$ cat src/rtl/coal_pkg.sv
package coal_pkg;
    typedef enum logic {
        TMR_IDLE = 1'b0,
        TMR_RUN  = 1'b1
    } tmr_state_e;
endpackage

$ cat src/rtl/cmpl_counter.sv
module cmpl_counter #(
    parameter int W = 8
) (
    input  logic         clk,
    input  logic         rst_n,
    input  logic         soft_rst,
    input  logic         load,
    input  logic         dec,
    input  logic         expire,
    input  logic [W-1:0] thresh,
    output logic         hit,
    output logic [W-1:0] cnt
);
    localparam logic [W-1:0] ONE = W'(1);

    logic [W-1:0] cnt_q, cnt_d, dec_val;

    assign dec_val = cnt_q - ONE;

    always_comb begin
        cnt_d = cnt_q;
        hit   = 1'b0;
        if (soft_rst) begin
            cnt_d = ONE;
        end else if (load) begin
            cnt_d = thresh;
        end else if (dec) begin
            if (dec_val == '0) begin
                cnt_d = thresh;
                hit   = 1'b1;
            end else begin
                cnt_d = dec_val;
            end
        end else if (expire) begin
            cnt_d = thresh;
        end
    end

    always_ff @(posedge clk or negedge rst_n) begin
        if (!rst_n) cnt_q <= ONE;
        else        cnt_q <= cnt_d;
    end

    assign cnt = cnt_q;
endmodule

$ cat src/rtl/dly_timer.sv
module dly_timer
    import coal_pkg::*;
#(
    parameter int W = 8
) (
    input  logic         clk,
    input  logic         rst_n,
    input  logic         soft_rst,
    input  logic         start,
    input  logic         hold,
    input  logic         tick,
    input  logic [W-1:0] dly_val,
    output logic         expire,
    output logic [W-1:0] tmr_val
);
    localparam logic [W-1:0] ONE = W'(1);

    tmr_state_e   state_q, state_d;
    logic [W-1:0] tmr_q, tmr_d;

    always_ff @(posedge clk or negedge rst_n) begin
        if (!rst_n) begin
            state_q <= TMR_IDLE;
            tmr_q   <= '0;
        end else begin
            state_q <= state_d;
            tmr_q   <= tmr_d;
        end
    end

    always_comb begin
        state_d = state_q;
        tmr_d   = tmr_q;
        expire  = 1'b0;
        if (soft_rst) begin
            state_d = TMR_IDLE;
            tmr_d   = '0;
        end else begin
            unique case (state_q)
                TMR_IDLE: begin
                    if (start) begin
                        state_d = TMR_RUN;
                        tmr_d   = dly_val;
                    end
                end
                TMR_RUN: begin
                    if (start) begin
                        tmr_d = dly_val;
                    end else if (!hold && tick) begin
                        if (tmr_q == ONE) begin
                            state_d = TMR_IDLE;
                            tmr_d   = '0;
                            expire  = 1'b1;
                        end else begin
                            tmr_d = tmr_q - ONE;
                        end
                    end
                end
                default: begin
                    state_d = TMR_IDLE;
                    tmr_d   = '0;
                end
            endcase
        end
    end

    assign tmr_val = tmr_q;
endmodule

$ cat src/rtl/irq_coalesce.sv
module irq_coalesce #(
    parameter int CNT_W   = 8,
    parameter int TMR_W   = 8,
    parameter int THR_LSB = 16,
    localparam int DLY_LSB = THR_LSB + CNT_W,
    localparam int CTRL_W  = DLY_LSB + TMR_W
) (
    input  logic              clk,
    input  logic              rst_n,
    input  logic              soft_rst,
    input  logic [CTRL_W-1:0] ctrl_word,
    input  logic              ctrl_wr,
    input  logic              frame_done,
    input  logic              tick,
    output logic              ioc_set,
    output logic              dly_set,
    output logic [CNT_W-1:0]  cnt_now,
    output logic [TMR_W-1:0]  tmr_now
);
    logic [CNT_W-1:0] thresh;
    logic [TMR_W-1:0] dly_val;
    logic             start, hit, expire;
    logic             unused_low;

    assign thresh     = ctrl_word[THR_LSB +: CNT_W];
    assign dly_val    = ctrl_word[DLY_LSB +: TMR_W];
    assign unused_low = ^ctrl_word[THR_LSB-1:0];
    assign start      = frame_done && (dly_val != '0);

    dly_timer #(.W(TMR_W)) tmr_i (
        .clk      (clk),
        .rst_n    (rst_n),
        .soft_rst (soft_rst),
        .start    (start),
        .hold     (frame_done),
        .tick     (tick),
        .dly_val  (dly_val),
        .expire   (expire),
        .tmr_val  (tmr_now)
    );

    cmpl_counter #(.W(CNT_W)) cnt_i (
        .clk      (clk),
        .rst_n    (rst_n),
        .soft_rst (soft_rst),
        .load     (ctrl_wr),
        .dec      (frame_done),
        .expire   (expire),
        .thresh   (thresh),
        .hit      (hit),
        .cnt      (cnt_now)
    );

    always_ff @(posedge clk or negedge rst_n) begin
        if (!rst_n) begin
            ioc_set <= 1'b0;
            dly_set <= 1'b0;
        end else begin
            ioc_set <= hit;
            dly_set <= expire;
        end
    end
endmodule

$ cat config.mk
export PLATFORM = sky130hd
export DESIGN_NAME = irq_coalesce
export DESIGN_NICKNAME = d
export VERILOG_FILES = /design/src/rtl/coal_pkg.sv /design/src/rtl/cmpl_counter.sv /design/src/rtl/dly_timer.sv /design/src/rtl/irq_coalesce.sv
export SDC_FILE = /design/constraint.sdc
export NUM_CORES = 1
export LEC_CHECK = 0
export BUFFER_PORTS_ARGS = -buffer_cell sky130_fd_sc_hd__buf_2
export CORE_MARGIN = 4
export CORE_UTILIZATION = 50
export CTS_BUF_LIST = sky130_fd_sc_hd__clkbuf_8
export CTS_CLUSTER_SIZE = 12
export DETAILED_ROUTE_END_ITERATION = 8
export PLACE_DENSITY = 0.81
export RECOVER_POWER = 50
export REMOVE_ABC_BUFFERS = 1
export SLEW_MARGIN = 0
export SYNTH_ARGS = -nofsm -noshare
export SYNTH_HDL_FRONTEND = slang
export SYNTH_SLANG_ARGS = --single-unit
$ cat constraint.sdc
create_clock -name clk -period 5.1 [get_ports clk]
set_input_delay 0.255 -clock clk [delete_from_list [all_inputs] [get_ports clk]]
set_output_delay 0.255 -clock clk [all_outputs]
set_load 0.05 [all_outputs]
==> metrics <==
Post-synth EDFFs=0; RSZ-0062 raised after global routing=no; share of the synthesized area in the top cell type=0.312; share of post-route cells with drive strength above 1=0.233; gpl congestion=0.914; most area-consuming cells after synthesis=dfrtp_1, o21ai_0, nor2_1; cell count after synthesis=165; fmax=about 0.35 GHz; area of the multi-input gates=just under 900 sq um; total congestion overflow=0; Worst Path Max Fanout=7; r2r endpoint=cnt_i.cnt[3]; r2r setup slk=2260 ps; Total Routing Usage GR=0.207; crit path DAT=3000 ps; worst hold path class=in2reg; Mean Syn Cell Area=8.76 sq um; Final Max Tran Viols=0; Synth Cell Area=0.00145 sq mm; dpl hpwl=between 2000 and 3000 um; WL/cell=~16 um; Period minus WS final=2840 ps; Worst Hold End=cnt_i.cnt[7]; Power Total=0.454 mW; max cap viols=0; WP data required=5260 ps; setup tns final=0 ps; die area=roughly 0.0038 sq mm; Slew HR=0.322; drt drc=0; CP Class=reg2reg; R2R depth=7; pin count of the biggest net entering global routing=24; Final Cycle Share=0.558; die height=61.8 um; 1st-pass router iterations=4; root buffer cell=clkbuf_8; Setup Skew=5.88 ps; H-tree lvl count=1; Seq cells post-synth=19; IO Pins=56; synthesis warning total=0; Crit. End Element=register; hold path depth=3; Iter 0 DRT Violations=74; Layout Utilization=0.615; Area growth syn-to-layout=17.3%; Yosys top cell by area=dfrtp_1; vias per cell=6.27; Num CTS Buffers=3; FF-to-FF Start=cnt_i.cnt[0]; clk sinks=19; CTS tree=done; Worst Max-Slew Pin Slew=1020 ps; Yosys cell types=46; count of input and output buffers=39; Async S/R FF share, synth=1.00; main flop type after synthesis=dfrtp_1; number of global-route vias before repair=about 1400; commonest non-fill, non-tap cell in the layout=buf_2; row cnt=19; post-synthesis sequential area ratio=0.330; initial antenna violation count=0; Worst setup SP type=register; ant diodes=0; setup violators final=0; Final Hold Fails=0; core area=0.00276 sq mm; antenna-violating nets left=0; status=complete, no violations; Chip Width=61.8 um; power density over the cells=268 mW/mm^2; final wirelength=roughly 3700 um; first-pass GRT wire length=5950 um; Hold Startpoint=ctrl_word[23]; Peak VDD IR=0.278 mV; Vias=about 1500; clock slew at reported path FFs=70 ps; most frequent cells in the layout=buf_2, dfrtp_1, nor2_1; Fillers=253; clock latency at the later pin of the worst-skew pair=260 ps; post-CTS sizing=0; clock buffer depth=2; Final #Nets=245; Lkg Pwr=0.754 nW; register area=477 sq um; starting density of the core=0.524
-- per-layer routing --
layer	global-route usage	routed length, um	vias up
met2	0.353	1850	53
met4	0.0667	37	0
met1	0.259	1550	705
met5	0	0	-
li1	-	-	696
met3	0.0475	234	7
-- synthesized netlist by cell type, drive strengths merged (2+ instances only) --
cell / number
nor2: 17
nor3: 8
o21ai: 15
nand2: 9
a21oi: 8
or3: 3
a22oi: 3
xor2: 2
ha: 4
nand2b: 4
nand3: 3
mux2i: 4
o22ai: 4
nor4: 6
a211oi: 3
a31oi: 2
a2111oi: 4
o31ai: 4
dfrtp: 18
a221oi: 5
clkbuf: 7
inv: 13
or4: 5
-- state kept, by name, summed over array words and instances, names as in the netlist --
| signal | count |
|---|---|
| cnt_i.cnt | 8 |
| tmr_i.tmr_val | 8 |
| dly_set | 1 |
| ioc_set | 1 |
| tmr_i.state_q | 1 |
-- report_power, final --
group	switching [mW]	leakage, nW	internal (mW)
Sequential	0.0195	0.248	0.163
Clock	0.0515	0.0269	0.0537
Combinational	0.115	0.479	0.0521
Total	0.186	0.754	0.268
-- how the worst max path moves through the flow --
stage,start,to,slack (ps),cells past startpoint
floorplan,cnt_i.cnt[0],cnt_i.cnt[3],2480,7
global placement,cnt_i.cnt[0],cnt_i.cnt[3],2420,7
detailed placement,cnt_i.cnt[0],cnt_i.cnt[3],2300,7
CTS,cnt_i.cnt[0],cnt_i.cnt[3],2260,7
global route,cnt_i.cnt[0],cnt_i.cnt[3],2090,7
finish,cnt_i.cnt[0],cnt_i.cnt[3],2260,7
-- what timing repair did --
| item | CTS | global route |
|---|---|---|
| hold endpoints to repair | 18 | 0 |
| hold buffers | 1 | 0 |
| buffers inserted | 0 | 0 |
-- stage by stage --
| step | worst slack (ps) | instance area, sq um | hold slack (ps) | std cells |
|---|---|---|---|---|
| detailed placement | 2300 | 1650 | 216 | 228 |
| global route | 2090 | 1700 | 272 | 233 |
| finish | 2260 | 1700 | 263 | 233 |
| floorplan | 2480 | 1420 | -40.6 | 158 |
| global placement | 2420 | 1650 | 214 | 228 |
| CTS | 2260 | 1710 | 260 | 233 |
-- layout make-up --
class | instances | area share
Multi-Input combinational cell | 126 | 0.527
Sequential cell | 19 | 0.281
Timing Repair Buffer | 40 | 0.114
Inverter | 13 | 0.0288
Clock buffer | 3 | 0.0244
Tap cell | 31 | 0.0229
Clock inverter | 1 | 0.00221
-- critical path: stages, from the launching register on --
cell	delay [ps]
dfstp_2	590
inv_1	100
ha_1	320
o41ai_1	480
nand3_1	300
o31ai_2	450
a221oi_2	140
a2111oi_2	360
-- cells by family (layout without fill, tap and decap cells) --
kind of cell,Yosys count,after routing,share of synthesized area
AND/OR/NAND/NOR,63,63,0.257
AO/OA/AOI/OAI,52,52,0.275
buffers and inverters,20,57,0.0520
flip-flops,19,19,0.330
adder cells (fa/ha/maj),4,4,0.0346
multiplexers,4,4,0.0277
XOR/XNOR,3,3,0.0234
Power figures use the tool's default switching activity.
